File: config.mk
export PLATFORM = sky130hd
export DESIGN_NAME = dwin_seq
export DESIGN_NICKNAME = d
export VERILOG_FILES = /design/src/rtl/dwin_pkg.sv /design/src/rtl/dwin_por.sv /design/src/rtl/dwin_spi_tx.sv /design/src/rtl/dwin_geom.sv /design/src/rtl/dwin_seq.sv
export SDC_FILE = /design/constraint.sdc
export NUM_CORES = 1
export LEC_CHECK = 0
export BUFFER_PORTS_ARGS = -buffer_cell sky130_fd_sc_hd__buf_2
export CORE_MARGIN = 8
export CORE_UTILIZATION = 35
export DETAILED_ROUTE_END_ITERATION = 6
export GPL_TIMING_DRIVEN = 0
export SETUP_SLACK_MARGIN = 0.15
export SLEW_MARGIN = 10
export SYNTH_ARGS = -nofsm -noshare
export SYNTH_HDL_FRONTEND = slang
export SYNTH_SLANG_ARGS = --single-unit
File: constraint.sdc
create_clock -name clk -period 8.5 [get_ports clk]
set_input_delay 1.275 -clock clk [delete_from_list [all_inputs] [get_ports clk]]
set_output_delay 1.275 -clock clk [all_outputs]
set_load 0.02 [all_outputs]
File: src/rtl/dwin_pkg.sv
`timescale 1ns/1ps
package dwin_pkg;

    typedef enum logic [3:0] {
        ST_POR,
        ST_IDLE,
        ST_CMD_ROW,
        ST_ROW_FIRST,
        ST_ROW_LAST,
        ST_CMD_COL,
        ST_COL_FIRST,
        ST_COL_LAST,
        ST_CMD_RAM,
        ST_FETCH,
        ST_LOAD,
        ST_PIXEL
    } seq_state_t;

    typedef enum logic {
        PIX_GRAY = 1'b0,
        PIX_RGB  = 1'b1
    } pix_mode_t;

endpackage

File: src/rtl/dwin_por.sv
`timescale 1ns/1ps
module dwin_por #(
    parameter int RST_CYCLES = 20000
) (
    input  logic clk,
    input  logic rst_n,
    output logic lcd_rst_n,
    output logic ready
);
    localparam int CW = $clog2(RST_CYCLES + 1);
    localparam logic [CW-1:0] LAST = CW'(RST_CYCLES - 1);

    typedef enum logic [1:0] {PH_LOW, PH_HIGH, PH_READY} por_phase_t;

    por_phase_t     phase;
    logic [CW-1:0]  cnt;

    always_ff @(posedge clk or negedge rst_n) begin
        if (!rst_n) begin
            phase <= PH_LOW;
            cnt   <= '0;
        end else if (phase != PH_READY) begin
            if (cnt == LAST) begin
                cnt   <= '0;
                phase <= (phase == PH_LOW) ? PH_HIGH : PH_READY;
            end else begin
                cnt <= cnt + 1'b1;
            end
        end
    end

    assign lcd_rst_n = (phase != PH_LOW);
    assign ready     = (phase == PH_READY);

endmodule

File: src/rtl/dwin_spi_tx.sv
`timescale 1ns/1ps
module dwin_spi_tx #(
    parameter int DIV = 10
) (
    input  logic       clk,
    input  logic       rst_n,
    input  logic       go,
    input  logic [7:0] byte_in,
    input  logic       dc_in,
    output logic       fin,
    output logic       sclk,
    output logic       mosi,
    output logic       dc
);
    localparam int DW = $clog2(DIV + 1);
    localparam logic [DW-1:0] TICK_LAST = DW'(DIV - 1);

    logic          active;
    logic [DW-1:0] tick;
    logic [2:0]    bitn;
    logic [7:0]    sh;

    always_ff @(posedge clk or negedge rst_n) begin
        if (!rst_n) begin
            active <= 1'b0;
            tick   <= '0;
            bitn   <= '0;
            sh     <= '0;
            sclk   <= 1'b0;
            dc     <= 1'b0;
            fin    <= 1'b0;
        end else begin
            fin <= 1'b0;
            if (!active) begin
                if (go) begin
                    active <= 1'b1;
                    sh     <= byte_in;
                    dc     <= dc_in;
                    tick   <= '0;
                    bitn   <= '0;
                    sclk   <= 1'b0;
                end
            end else if (tick == TICK_LAST) begin
                tick <= '0;
                if (!sclk) begin
                    sclk <= 1'b1;
                end else begin
                    sclk <= 1'b0;
                    if (bitn == 3'd7) begin
                        active <= 1'b0;
                        fin    <= 1'b1;
                    end else begin
                        bitn <= bitn + 3'd1;
                        sh   <= {sh[6:0], 1'b0};
                    end
                end
            end else begin
                tick <= tick + 1'b1;
            end
        end
    end

    assign mosi = sh[7];

endmodule

File: src/rtl/dwin_geom.sv
`timescale 1ns/1ps
module dwin_geom
    import dwin_pkg::*;
#(
    parameter int MAX_GRAY_BYTES = 128,
    parameter int MAX_RGB_PIX    = 160,
    parameter int FLIP_SPAN      = 132,
    parameter int LEN_W          = 9
) (
    input  pix_mode_t        mode,
    input  logic             flip,
    input  logic [7:0]       col_first,
    input  logic [7:0]       col_last,
    input  logic [7:0]       row_first,
    input  logic [7:0]       row_last,
    input  logic [7:0]       panel_height,
    output logic [LEN_W-1:0] row_len,
    output logic [7:0]       row_par_first,
    output logic [7:0]       row_par_last
);
    localparam int XW = LEN_W + 2;

    logic [8:0]    units;
    logic [8:0]    rgb_pix;
    logic [XW-1:0] gray_len;
    logic [XW-1:0] rgb_len;
    logic [7:0]    shift;

    always_comb begin
        units    = {1'b0, col_last} - {1'b0, col_first} + 9'd1;
        gray_len = XW'(units) << 1;
        if (gray_len > XW'(MAX_GRAY_BYTES)) begin
            gray_len = XW'(MAX_GRAY_BYTES);
        end
        rgb_pix  = (units > 9'(MAX_RGB_PIX)) ? 9'(MAX_RGB_PIX) : units;
        rgb_len  = XW'(rgb_pix) * XW'(3);
        row_len  = (mode == PIX_RGB) ? rgb_len[LEN_W-1:0] : gray_len[LEN_W-1:0];
        shift    = (mode == PIX_RGB && flip) ? (8'(FLIP_SPAN) - panel_height) : 8'h00;
        row_par_first = row_first + shift;
        row_par_last  = row_last + shift;
    end

endmodule

File: src/rtl/dwin_seq.sv
`timescale 1ns/1ps
module dwin_seq
    import dwin_pkg::*;
#(
    parameter int         ADDR_W         = 16,
    parameter int         DIV            = 10,
    parameter int         RST_CYCLES     = 20000,
    parameter logic [7:0] OP_ROW         = 8'h75,
    parameter logic [7:0] OP_COL         = 8'h15,
    parameter logic [7:0] OP_RAM         = 8'h5C,
    parameter int         MAX_GRAY_BYTES = 128,
    parameter int         MAX_RGB_PIX    = 160,
    parameter int         FLIP_SPAN      = 132
) (
    input  logic              clk,
    input  logic              rst_n,
    input  logic              start,
    input  logic              pix_mode,
    input  logic              flip,
    input  logic [7:0]        col_first,
    input  logic [7:0]        col_last,
    input  logic [7:0]        row_first,
    input  logic [7:0]        row_last,
    input  logic [7:0]        panel_height,
    input  logic [ADDR_W-1:0] src_base,
    input  logic [ADDR_W-1:0] src_stride,
    output logic [ADDR_W-1:0] fb_addr,
    output logic              fb_rd,
    input  logic [7:0]        fb_data,
    output logic              spi_sclk,
    output logic              spi_mosi,
    output logic              spi_dc,
    output logic              spi_cs_n,
    output logic              lcd_rst_n,
    output logic              busy,
    output logic              done
);
    localparam int MAX_LEN = (MAX_GRAY_BYTES > 3 * MAX_RGB_PIX) ? MAX_GRAY_BYTES : 3 * MAX_RGB_PIX;
    localparam int LEN_W   = $clog2(MAX_LEN + 1);

    seq_state_t        state, state_n;
    logic              launched;
    logic              tx_go, tx_dc, tx_fin;
    logic [7:0]        tx_byte;
    logic              por_ready;

    pix_mode_t         m_mode;
    logic              m_flip;
    logic [7:0]        m_cf, m_cl, m_rf, m_rl, m_ph;
    logic [ADDR_W-1:0] m_stride;
    logic [ADDR_W-1:0] row_base;
    logic [ADDR_W-1:0] src_off;
    logic [7:0]        row_cur;
    logic [LEN_W-1:0]  byte_cnt;
    logic [1:0]        chan;
    logic [7:0]        pix_byte;

    logic [LEN_W-1:0]  row_len;
    logic [7:0]        row_par_first, row_par_last;
    logic              last_byte, last_row, accept;

    dwin_por #(.RST_CYCLES(RST_CYCLES)) u_por (
        .clk       (clk),
        .rst_n     (rst_n),
        .lcd_rst_n (lcd_rst_n),
        .ready     (por_ready)
    );

    dwin_spi_tx #(.DIV(DIV)) u_tx (
        .clk     (clk),
        .rst_n   (rst_n),
        .go      (tx_go),
        .byte_in (tx_byte),
        .dc_in   (tx_dc),
        .fin     (tx_fin),
        .sclk    (spi_sclk),
        .mosi    (spi_mosi),
        .dc      (spi_dc)
    );

    dwin_geom #(
        .MAX_GRAY_BYTES (MAX_GRAY_BYTES),
        .MAX_RGB_PIX    (MAX_RGB_PIX),
        .FLIP_SPAN      (FLIP_SPAN),
        .LEN_W          (LEN_W)
    ) u_geom (
        .mode          (m_mode),
        .flip          (m_flip),
        .col_first     (m_cf),
        .col_last      (m_cl),
        .row_first     (m_rf),
        .row_last      (m_rl),
        .panel_height  (m_ph),
        .row_len       (row_len),
        .row_par_first (row_par_first),
        .row_par_last  (row_par_last)
    );

    assign last_byte = (byte_cnt == row_len - LEN_W'(1));
    assign last_row  = (row_cur == m_rl);
    assign accept    = (state == ST_IDLE) && start;
    assign fb_addr   = row_base + src_off;
    assign fb_rd     = (state == ST_FETCH);

    // Next state and byte selection
    always_comb begin
        state_n = state;
        tx_go   = 1'b0;
        tx_byte = 8'h00;
        tx_dc   = 1'b1;
        unique case (state)
            ST_POR: begin
                if (por_ready) state_n = ST_IDLE;
            end
            ST_IDLE: begin
                if (start) state_n = ST_CMD_ROW;
            end
            ST_CMD_ROW: begin
                tx_byte = OP_ROW;
                tx_dc   = 1'b0;
                tx_go   = !launched;
                if (tx_fin) state_n = ST_ROW_FIRST;
            end
            ST_ROW_FIRST: begin
                tx_byte = row_par_first;
                tx_go   = !launched;
                if (tx_fin) state_n = ST_ROW_LAST;
            end
            ST_ROW_LAST: begin
                tx_byte = row_par_last;
                tx_go   = !launched;
                if (tx_fin) state_n = ST_CMD_COL;
            end
            ST_CMD_COL: begin
                tx_byte = OP_COL;
                tx_dc   = 1'b0;
                tx_go   = !launched;
                if (tx_fin) state_n = ST_COL_FIRST;
            end
            ST_COL_FIRST: begin
                tx_byte = m_cf;
                tx_go   = !launched;
                if (tx_fin) state_n = ST_COL_LAST;
            end
            ST_COL_LAST: begin
                tx_byte = m_cl;
                tx_go   = !launched;
                if (tx_fin) state_n = ST_CMD_RAM;
            end
            ST_CMD_RAM: begin
                tx_byte = OP_RAM;
                tx_dc   = 1'b0;
                tx_go   = !launched;
                if (tx_fin) state_n = ST_FETCH;
            end
            ST_FETCH: begin
                state_n = ST_LOAD;
            end
            ST_LOAD: begin
                state_n = ST_PIXEL;
            end
            ST_PIXEL: begin
                tx_byte = pix_byte;
                tx_go   = !launched;
                if (tx_fin) state_n = (last_byte && last_row) ? ST_IDLE : ST_FETCH;
            end
            default: begin
                state_n = ST_POR;
            end
        endcase
    end

    // State register
    always_ff @(posedge clk or negedge rst_n) begin
        if (!rst_n) begin
            state    <= ST_POR;
            launched <= 1'b0;
        end else begin
            state <= state_n;
            if (tx_fin) begin
                launched <= 1'b0;
            end else if (tx_go) begin
                launched <= 1'b1;
            end
        end
    end

    // Captured request and pixel walk
    always_ff @(posedge clk or negedge rst_n) begin
        if (!rst_n) begin
            m_mode   <= PIX_GRAY;
            m_flip   <= 1'b0;
            m_cf     <= '0;
            m_cl     <= '0;
            m_rf     <= '0;
            m_rl     <= '0;
            m_ph     <= '0;
            m_stride <= '0;
            row_base <= '0;
            src_off  <= '0;
            row_cur  <= '0;
            byte_cnt <= '0;
            chan     <= '0;
            pix_byte <= '0;
        end else if (accept) begin
            m_mode   <= pix_mode_t'(pix_mode);
            m_flip   <= flip;
            m_cf     <= col_first;
            m_cl     <= col_last;
            m_rf     <= row_first;
            m_rl     <= row_last;
            m_ph     <= panel_height;
            m_stride <= src_stride;
            row_base <= src_base;
            row_cur  <= row_first;
            src_off  <= '0;
            byte_cnt <= '0;
            chan     <= '0;
        end else if (state == ST_LOAD) begin
            pix_byte <= (m_mode == PIX_RGB) ? {2'b00, fb_data[7:2]} : fb_data;
        end else if (state == ST_PIXEL && tx_fin) begin
            if (last_byte) begin
                byte_cnt <= '0;
                src_off  <= '0;
                chan     <= '0;
                row_base <= row_base + m_stride;
                row_cur  <= row_cur + 8'd1;
            end else begin
                byte_cnt <= byte_cnt + LEN_W'(1);
                if (m_mode == PIX_RGB && chan == 2'd2) begin
                    chan    <= '0;
                    src_off <= src_off + ADDR_W'(2);
                end else begin
                    chan    <= (m_mode == PIX_RGB) ? chan + 2'd1 : 2'd0;
                    src_off <= src_off + ADDR_W'(1);
                end
            end
        end
    end

    // Registered outputs
    always_ff @(posedge clk or negedge rst_n) begin
        if (!rst_n) begin
            busy     <= 1'b1;
            done     <= 1'b0;
            spi_cs_n <= 1'b1;
        end else begin
            busy     <= (state_n != ST_IDLE);
            done     <= (state == ST_PIXEL) && (state_n == ST_IDLE);
            spi_cs_n <= (state_n == ST_IDLE) || (state_n == ST_POR);
        end
    end

endmodule

* Yosys cells after proc, flatten, opt, wreduce, memory -nomap -nowiden
Index checks and enable logic that the tools add are counted.
Word-level totals: input port bits 85, word-level logic and storage cells 172, bits in registers 161
Cells by class: equal/unequal tests 25, $lt $le $gt $ge 2, reduce and logical (&&, ||, !) cells 25, $mul 1, add/sub/neg operators 16, mux-type cells 73, bitwise logic cells 2
Operators with widths (number):
- $mux 16 | 9
- $mux 8 | 11
- $pmux 8 s8 | 1
- $mux 9 | 7
- $mux 4 | 14
- $pmux 4 s12 | 1
- $add 16x16->16 | 2
- $eq 4x4->1 const B | 5
- $add 9x1->9 const B | 2
- $mux 1 | 17
- $add 16x1->16 const B | 1
- $add 16x2->16 const B | 1
- $add 8x8->8 | 2
- $eq 4x3->1 const B | 4
- $add 15x1->15 const B | 1
- $eq 15x15->1 const B | 1
- $mux 15 | 1
- $mux 3 | 5
- $mux 2 | 7
- $gt 10x8->1 const B | 1
- $reduce_and 2->1 | 5
- $reduce_bool 2->1 | 5
- $eq 9x9->1 | 1
- $gt 9x8->1 const B | 1
- 26 further kinds | 39

* Logic depth before layout (Yosys ltp)
Gate-level depths: netlist of run 1.
word-level depth 14, gate-level depth with buffers 28

* Cells and area by module
Synthesis of run 1 repeated with hierarchy kept, for this count alone.
Second synthesis, totals: cell total of the unflattened synthesis 1294, area total of the unflattened synthesis 10946.7 um2
By module, submodules not included:
- dwin_seq | cells an instance 901, times used 1, area an instance 7502.2 um2
- dwin_geom | cells an instance 221, times used 1, area an instance 1679.1 um2
- dwin_spi_tx | cells an instance 88, times used 1, area an instance 937.1 um2
- dwin_por | cells an instance 84, times used 1, area an instance 828.3 um2

* Least setup slack after synthesis of run 1
Ideal clock, no wire load.
path kind register to register, start point reg m_cf[1], end point reg row_cur[3], data arrival time 5818 ps, stages on the path, launching flop included 28, setup time 124 ps, slack 2558 ps, data required time 8376 ps, clock period less this slack 5942 ps, cells stage by stage dfrtp_1 > ha_1 > inv_1 > ha_1 > inv_1 > fa_1 > nand2b_1 > a21oi_1 > a211o_1 > xor2_2 > clkbuf_1 > a21oi_1 > and2_1 > ha_1 > ha_1 > nor3_1 > a2111oi_0 > or3_1 > a221oi_1 > nor2_1 > and4bb_2 > nand4_1 > a211oi_2 > a41oi_2 > a211oi_4 > buf_6 > a21oi_1 > o31a_1
On the way: cells in the longest elaborated chain, start to end 10, elaborated cells between the ends (all ways) 12, those cells by class add/sub: 3; mul: 1; order compare: 2; eq/ne: 1; mux: 3; reduce/logical: 2
RTL lines:
- from (decl) | line dwin_seq.sv:49 | logic [7:0] m_cf, m_cl, m_rf, m_rl, m_ph;
- from (signal assigned) | line dwin_seq.sv:208 | m_cf <= col_first;
- $sub 8x8->9 (*) | line dwin_geom.sv:30 | units = {1'b0, col_last} - {1'b0, col_first} + 9'd1;
- $add 9x1->9 (*) | line dwin_geom.sv:30
- $gt 9x8->1 | line dwin_geom.sv:35 | rgb_pix = (units > 9'(MAX_RGB_PIX)) ? 9'(MAX_RGB_PIX) : units;
- $mux 9 | line dwin_geom.sv:35
- $mul 9x2->9 | line dwin_geom.sv:36 | rgb_len = XW'(rgb_pix) * XW'(3);
- $mux 9 (*) | line dwin_geom.sv:37 | row_len = (mode == PIX_RGB) ? rgb_len[LEN_W-1:0] : gray_len[LEN_W-1:0];
- $sub 9x1->9 (*) | line dwin_seq.sv:99 | assign last_byte = (byte_cnt == row_len - LEN_W'(1));
- $eq 9x9->1 (*) | line dwin_seq.sv:99
- $reduce_bool 2->1 (no source line) (*)
- $reduce_and 3->1 (no source line) (*)
- to (signal assigned) | line dwin_seq.sv:215 | row_cur <= row_first;
- to (signal assigned) | line dwin_seq.sv:227 | row_cur <= row_cur + 8'd1;
- to (decl) | line dwin_seq.sv:53 | logic [7:0] row_cur;
Mark *: on every way between the ends. The rest lies on a longest branch, timed or not. A chain may end at the register's enable or synchronous reset.

* Final worst setup path of run 1
start point reg m_cf[1], end point reg src_off[14]
On the way: cells in the longest elaborated chain, start to end 12, elaborated cells between the ends (all ways) 14, those cells by class add/sub: 3; mul: 1; order compare: 2; eq/ne: 1; mux: 7
RTL lines:
- $sub 8x8->9 (*) | line dwin_geom.sv:30
- $add 9x1->9 (*) | line dwin_geom.sv:30
- $gt 9x8->1 | line dwin_geom.sv:35
- $mux 9 | line dwin_geom.sv:35
- $mul 9x2->9 | line dwin_geom.sv:36
- $mux 9 (*) | line dwin_geom.sv:37
- $sub 9x1->9 (*) | line dwin_seq.sv:99
- $eq 9x9->1 (*) | line dwin_seq.sv:99
- $mux 16 (*) | line dwin_seq.sv:222 | if (last_byte) begin
- $mux 16 (*) | line dwin_seq.sv:221 | end else if (state == ST_PIXEL && tx_fin) begin
- $mux 16 (*) | line dwin_seq.sv:219 | end else if (state == ST_LOAD) begin
- $mux 16 (*) | line dwin_seq.sv:205 | end else if (accept) begin
- to (signal assigned) | line dwin_seq.sv:232 | src_off <= src_off + ADDR_W'(2);
- to (signal assigned) | line dwin_seq.sv:235 | src_off <= src_off + ADDR_W'(1);
- to (decl) | line dwin_seq.sv:52 | logic [ADDR_W-1:0] src_off;
Mark *: on every way between the ends. The rest lies on a longest branch, timed or not. The select of a mux whose other input is x is not followed.

==> results of run 1 <==
[final timing paths]
kind / startpoint / depth (start not counted) / end
min in group asynchronous: rst_n / 1 / u_por.cnt[0]$_DFFE_PN0N_
max in group asynchronous: rst_n / 2 / row_base[3]$_DFFE_PN0P_
min reg2reg: m_rf[5]$_DFFE_PN0P_ / 2 / m_rf[5]$_DFFE_PN0P_
max: m_cf[1]$_DFFE_PN0P_ / 27 / src_off[14]$_DFFE_PN0P_
max reg2reg: m_cf[1]$_DFFE_PN0P_ / 27 / src_off[14]$_DFFE_PN0P_
min: m_rf[5]$_DFFE_PN0P_ / 2 / m_rf[5]$_DFFE_PN0P_
[layer usage]
layer	wire length, um	up-vias	share of wire (%)	track usage (%)
li1	-	4666	-	-
met1	14300	4501	48	23.2
met2	13200	259	44	25.0
met3	1820	31	6.1	3.72
met4	497	2	1.7	4.64
met5	13	-	0.044	0
[logic make-up after synthesis]
group / share of synthesized area (%)
buf+inv: 4.19
fa+ha+maj: 8.57
simple gates: 22.2
flops: 37.1
mux: 3.49
xor+xnor: 7.72
compound gates: 16.7
[synthesized netlist by cell type (all sizes together), types with 13 or more instances]
master  number  area [sq um]
nand3       41           205
o21ai       89           449
nor3        32           160
xnor2       58           516
clkbuf      32           121
ha          68           851
a21oi       55           275
nor2       107           409
nand4       16           100
nand2      244           916
mux2i       30           300
inv         64           240
a21o        15           113
nor2b       13          81.3
xor2        36           323
buf         18          93.8
dfrtp      159          3980
and3        15          93.8
[state kept, by name, indices dropped and copies added, names as in the netlist, 2 cells and up]
name         count
chan             2
m_rf             8
pix_byte         8
m_ph             8
m_stride        16
m_cl             8
row_cur          8
state            4
u_tx.tick        4
m_rl             8
u_por.phase      2
u_tx.bitn        3
src_off         16
row_base        16
u_tx.sh          8
m_cf             8
byte_cnt         9
u_por.cnt       15
[power by group through the flow]
stage | Combinational, W | Clock (W) | Sequential, W
after floorplan | 0.00000164 | 0 | 0.000781
after global placement | 0.0000405 | 0 | 0.000781
after detailed placement | 0.0000429 | 0 | 0.000780
after CTS | 0.0000431 | 0.000786 | 0.000766
after global routing | 0.0000472 | 0.000817 | 0.000766
final | 0.0000414 | 0.000773 | 0.000766
[final cells by class]
cell class              instances  area, sq um
plain buffers                  50          215
clock inverters                12          133
multi-input cells             995         6380
repair buffers                109          578
inverters                      64          240
well taps                     396          495
diodes                          1         2.50
clock buffers                  20          447
fillers                      3144        18100
flip-flops and latches        161         4030
[worst min-delay path, stage by stage, from the launching register on]
cell and delay, ps:
sky130_fd_sc_hd__dfrtp_1 340, sky130_fd_sc_hd__nand2_1 50, sky130_fd_sc_hd__nand2_1 60
[through the flow]
step                hold WS [ps]  area (sq um)  setup WS, ps  power, W
floorplan                    442         10900          2560  0.000782
global placement             457         11900          1660  0.000821
detailed placement           463         11900          1560  0.000823
CTS                          480         12500          1560   0.00159
global route                 505         12500          1070   0.00163
finish                       478         12500          1530   0.00158
==> flow_summary.json, run 1 <==
{
  "outcome": "finished clean",
  "first_pass_iters": 5,
  "final-hold-violation-count": 0,
  "antenna_left": 0,
  "clock_insertion_delay_worst_skew_ps": 440,
  "timing.final.max_slew_violations": 0,
  "cts-buffers-inserted": 17,
  "routabilityCongestion": 0.867,
  "cts_post_setup_buffers_inserted": 0,
  "critical_path.most_common_cell": "sky130_fd_sc_hd__ha_1",
  "final_common_cell": "sky130_fd_sc_hd__nand2_1",
  "drcViolationCount": 0,
  "seq_area_frac_synth_pct": 37.1,
  "clock_sinks": 161,
  "clk_pin_slew_worst_paths_ps": 70,
  "syn_avg_cell_area_sq_um": 8.55,
  "synth.lib_cells_used.distinct": 88,
  "netlist_area_sq_mm": 0.0109,
  "floorplan.die.width_um": 192,
  "first_global_vias": 9290,
  "routed_wl_um": 29800,
  "vdd.ir_drop.worst_uv": 136,
  "cts_tree": "built",
  "skew_final_ps": 10.7,
  "floorplan.initialDensity_pct": 35.5,
  "nNetsFinal": 1555,
  "fin_crit_sh_pct": 82.0,
  "core_area_sq_mm": 0.0306,
  "path_buf_inv": 4,
  "post_cts.resized_instances": 0,
  "cell_internal_power_w": 0.00122,
  "cts_root_buffer": "sky130_fd_sc_hd__clkbuf_16",
  "global_route.overflow_total": 0,
  "fmaxAchievable_ghz": 0.144,
  "largest_net_degree_at_the_start_of_global_routing": 101,
  "cp_launch_type": "flop",
  "postSynth.asyncResetShare_pct": 100,
  "reg2reg_setup_slack_ps": 1530,
  "power_switching_w": 0.000357,
  "placed_cells_incl_taps": 1775,
  "clk_pwr_share_pct": 48.9,
  "clock_tree.buffer_depth": 2,
  "numPortBuffers": 108,
  "floorplan.die.height_um": 192,
  "synth_seq_cells": 161,
  "std_cell_rows": 64,
  "instances_no_fill": 1808,
  "critical_path.slowest_cell": "sky130_fd_sc_hd__fa_1",
  "unrepaired_setup_endpoints_after_global_routing": "false",
  "areaGrowthSynthToFinish_pct": 15.2,
  "slew_headroom_pct": 45.4,
  "cts_max_level": 4,
  "io_pins": 109,
  "dpl_wire_length_um": 22900,
  "setup_viol_count_final": 0,
  "worst_path_dominant_cell_family": "simple AND/OR/NAND/NOR gates",
  "share_comb_of_total_power_pct": 2.6,
  "cts_hold_repair.buffers": 0,
  "synth_ff_type": "sky130_fd_sc_hd__dfrtp_1",
  "detail_route.vias_per_cell": 5.23,
  "kind_of_end_point_of_the_critical_path": "flop",
  "synth-warning-count": 0,
  "timing.setup.critical_path_class": "flop to flop",
  "timing.critical_path.required_ps": 8820,
  "global_route_wire_length_before_repair_um": 48900,
  "initial_antenna_violation_count": 2,
  "floorplan.die_area_sq_mm": 0.0369,
  "areal_power_density_over_the_cells_mw_per_mm2": 126,
  "syn-instance-count": 1270,
  "layout_cell_share_with_drive_strength_beyond_1_pct": 13.7,
  "timing.hold.worst.class": "flop to flop",
  "max_cap_viol_count": 0,
  "worstMarginPinSlew_ps": 812,
  "grt.total_usage_pct": 16.5,
  "num_vias": 9459,
  "power.share.switching_pct": 22.6,
  "cp_data_arrival_time_ps": 7290,
  "per_cell_routed_wire_length_um": 16.5,
  "power.static_leakage_nw": 6.03,
  "proportion_of_power_drawn_by_flip_flops_and_latches_pct": 48.5,
  "utilization_pct": 40.9,
  "synthesis.nets": 1427,
  "drt_first_iter_violations": 564,
  "setup-tns-final_ps": 0,
  "layout.cells.most_common_list": "sky130_fd_sc_hd__nand2_1 (244), sky130_fd_sc_hd__dfrtp_1 (159), sky130_fd_sc_hd__buf_2 (113)",
  "synth-edff-count": 0,
  "worstPathMaxFanout": 10,
  "critical_path.max_stage_delay_ps": 440,
  "post-route-min-period_ps": 6970
}
Note: power is estimated with default switching activity, not from simulation.
==> inputs of run 2 (changes only) <==
clock period = 6.6 ns   (was 8.5 ns; I/O delays follow)
==> run 2 against run 1 <==
Net effect: worst hold slack is essentially flat; total power grew 29%; cell count grew 0.50%; global-route usage is essentially flat; critical path type unchanged.
==> flow_summary.json, run 2 (synthesized netlist as in run 1, its figures left out) <==
{
  "num_vias": 9469,
  "areal_power_density_over_the_cells_mw_per_mm2": 159,
  "outcome": "finished clean",
  "routabilityCongestion": 0.867,
  "layout.cells.most_common_list": "sky130_fd_sc_hd__nand2_1 (244), sky130_fd_sc_hd__dfrtp_1 (159), sky130_fd_sc_hd__buf_2 (112)",
  "detailedPlace.worstSlack_ps": -336,
  "worstMarginPinSlew_ps": 845,
  "clk_pwr_share_pct": 48.8,
  "setup_viol_count_final": 0,
  "largest_registers": "m_stride: 16 flops, row_base: 16 flops, src_off: 16 flops",
  "first_global_vias": 9324,
  "slew_headroom_pct": 43.2,
  "cts_root_buffer": "sky130_fd_sc_hd__clkbuf_16",
  "clock_tree.buffer_depth": 2,
  "finished_cell_area_sq_mm": 0.0127,
  "max_cap_viol_count": 0,
  "areaGrowthSynthToFinish_pct": 17.3,
  "skew_final_ps": 10.7,
  "clk_pin_slew_worst_paths_ps": 70,
  "cts_max_level": 4,
  "cell_internal_power_w": 0.00158,
  "nNetsFinal": 1564,
  "power_switching_w": 0.000456,
  "cp_launch_type": "flop",
  "layout_cell_share_with_drive_strength_beyond_1_pct": 15.4,
  "cp_data_arrival_time_ps": 6510,
  "setup.worst_path.start": "m_cl[2]$_DFFE_PN0P_",
  "cts-buffers-inserted": 17,
  "cts_hold_repair.buffers": 0,
  "detail_route.vias_per_cell": 5.21,
  "path_buf_inv": 3,
  "power.share.switching_pct": 22.5,
  "largest_net_degree_at_the_start_of_global_routing": 101,
  "min-delay-start": "m_rf[5]$_DFFE_PN0P_",
  "floorplan.die_area_sq_mm": 0.0369,
  "floorplan.initialDensity_pct": 35.5,
  "cts_tree": "built",
  "critical_path.max_stage_delay_ps": 430,
  "share_comb_of_total_power_pct": 2.6,
  "worstPathMaxFanout": 10,
  "dpl_cell_area_sq_mm": 0.0119,
  "grt.total_usage_pct": 16.6,
  "clock_sinks": 161,
  "fmaxAchievable_ghz": 0.161,
  "clock_insertion_delay_worst_skew_ps": 440,
  "proportion_of_power_drawn_by_flip_flops_and_latches_pct": 48.5,
  "crit-reg2reg-launch": "m_cl[2]$_DFFE_PN0P_",
  "antenna_left": 0,
  "vdd.ir_drop.worst_uv": 174,
  "worst_path_dominant_cell_family": "compound AO/OA/AOI/OAI gates",
  "global_route.overflow_total": 0,
  "dpl_wire_length_um": 22900,
  "io_pins": 109,
  "global_route_wire_length_before_repair_um": 49000,
  "timing.final.max_slew_violations": 0,
  "kind_of_end_point_of_the_critical_path": "flop",
  "core_area_sq_mm": 0.0306,
  "numPortBuffers": 108,
  "drcViolationCount": 0,
  "per_cell_routed_wire_length_um": 16.5,
  "critical_path.slowest_cell": "sky130_fd_sc_hd__dfrtp_1",
  "floorplan.die.width_um": 192,
  "final_common_cell": "sky130_fd_sc_hd__nand2_1",
  "first_pass_iters": 5,
  "routed_wl_um": 30000,
  "unrepaired_setup_endpoints_after_global_routing": "false",
  "final-hold-violation-count": 0,
  "post-route-min-period_ps": 6210,
  "power.static_leakage_nw": 6.07,
  "final.setup.worst_slack_ps": 392,
  "utilization_pct": 41.7,
  "fin_crit_sh_pct": 94.1,
  "initial_antenna_violation_count": 2,
  "timing.setup.critical_path_class": "flop to flop",
  "timing.critical_path.required_ps": 6900,
  "timing.hold.worst.class": "flop to flop",
  "std_cell_rows": 64,
  "hold-worst-slack_ps": 478,
  "floorplan.die.height_um": 192,
  "drt_first_iter_violations": 618
}
## run 2: changes by cell type in the layout (fill, tap and decap cells not counted), moves of 2 or more
cell / delta
sky130_fd_sc_hd__a21oi_2: +2
sky130_fd_sc_hd__ha_1: -3
sky130_fd_sc_hd__buf_4: +10
sky130_fd_sc_hd__ha_4: +2
sky130_fd_sc_hd__a21oi_1: -3
## run 2: through the flow
step                std cells  TNS (ps)  total power, W
finish                   1817         0         0.00203
global placement         1774     -6830         0.00106
floorplan                1270         0         0.00101
global route             1816         0         0.00210
detailed placement       1775    -11480         0.00106
CTS                      1809         0         0.00205
## run 2: power groups by stage
stage,sequential [W],clock (W),combinational [W]
3_5_place_dp,0.00101,0,0.0000552
2_1_floorplan,0.00101,0,0.00000211
3_3_place_gp,0.00101,0,0.0000521
4_1_cts,0.000987,0.00101,0.0000555
6_report,0.000987,0.000992,0.0000534
5_1_grt,0.000986,0.00105,0.0000607
## run 2: metal layers
metal / global-route usage [%] / vias to the layer above / wire [um]
met5: 0 / - / 13
met1: 23.2 / 4520 / 14500
li1: - / 4680 / -
met4: 4.61 / 2 / 501
met3: 3.72 / 32 / 1710
met2: 25.2 / 235 / 13300
## run 2: what timing repair did
| item | 4_1_cts | 5_1_grt |
|---|---|---|
| endpoints found under the setup margin | 54 | 54 |
| buffers inserted | 2 | 7 |
| resized for setup | 12 | 20 |
| pin swaps | 2 | 7 |
## run 2: cell type report
class / instances / area, sq um
antenna: 1 / 2.50
buffer: 50 / 225
clock buffer: 20 / 447
clock inverter: 12 / 133
fill: 3131 / 17800
inverter: 64 / 240
multi-input combinational: 995 / 6530
sequential: 161 / 4030
tap: 396 / 495
timing repair buffer: 118 / 646
## run 2: worst register-to-register path: stages, from the launching register on
cell	delay (ps)
sky130_fd_sc_hd__dfrtp_1	430
sky130_fd_sc_hd__ha_1	320
sky130_fd_sc_hd__ha_1	300
sky130_fd_sc_hd__a211o_1	360
sky130_fd_sc_hd__a41o_4	310
sky130_fd_sc_hd__o41ai_4	430
sky130_fd_sc_hd__nor2_4	90
sky130_fd_sc_hd__buf_4	190
sky130_fd_sc_hd__a21oi_4	160
sky130_fd_sc_hd__and2_1	190
sky130_fd_sc_hd__ha_4	170
sky130_fd_sc_hd__ha_4	170
sky130_fd_sc_hd__a21oi_2	80
sky130_fd_sc_hd__o2111a_1	270
sky130_fd_sc_hd__or3_1	320
sky130_fd_sc_hd__a221oi_2	320
sky130_fd_sc_hd__nor2_1	70
sky130_fd_sc_hd__and4bb_4	400
sky130_fd_sc_hd__nand2_1	80
sky130_fd_sc_hd__xnor2_1	200
sky130_fd_sc_hd__o2111ai_2	230
sky130_fd_sc_hd__a211oi_4	310
sky130_fd_sc_hd__buf_4	180
sky130_fd_sc_hd__buf_6	160
sky130_fd_sc_hd__mux2i_2	250
sky130_fd_sc_hd__o21ai_1	80
## run 2: final timing paths
| path | to | slack, ps | cells after the start |
|---|---|---|---|
| max reg2reg | row_base[7]$_DFFE_PN0P_ | 390 | 25 |
| max | row_base[7]$_DFFE_PN0P_ | 390 | 25 |
| min | m_rf[5]$_DFFE_PN0P_ | 480 | 2 |
| min in group asynchronous | u_por.cnt[0]$_DFFE_PN0N_ | 490 | 1 |
| min reg2reg | m_rf[5]$_DFFE_PN0P_ | 480 | 2 |
| max in group asynchronous | m_stride[13]$_DFFE_PN0P_ | 5210 | 2 |
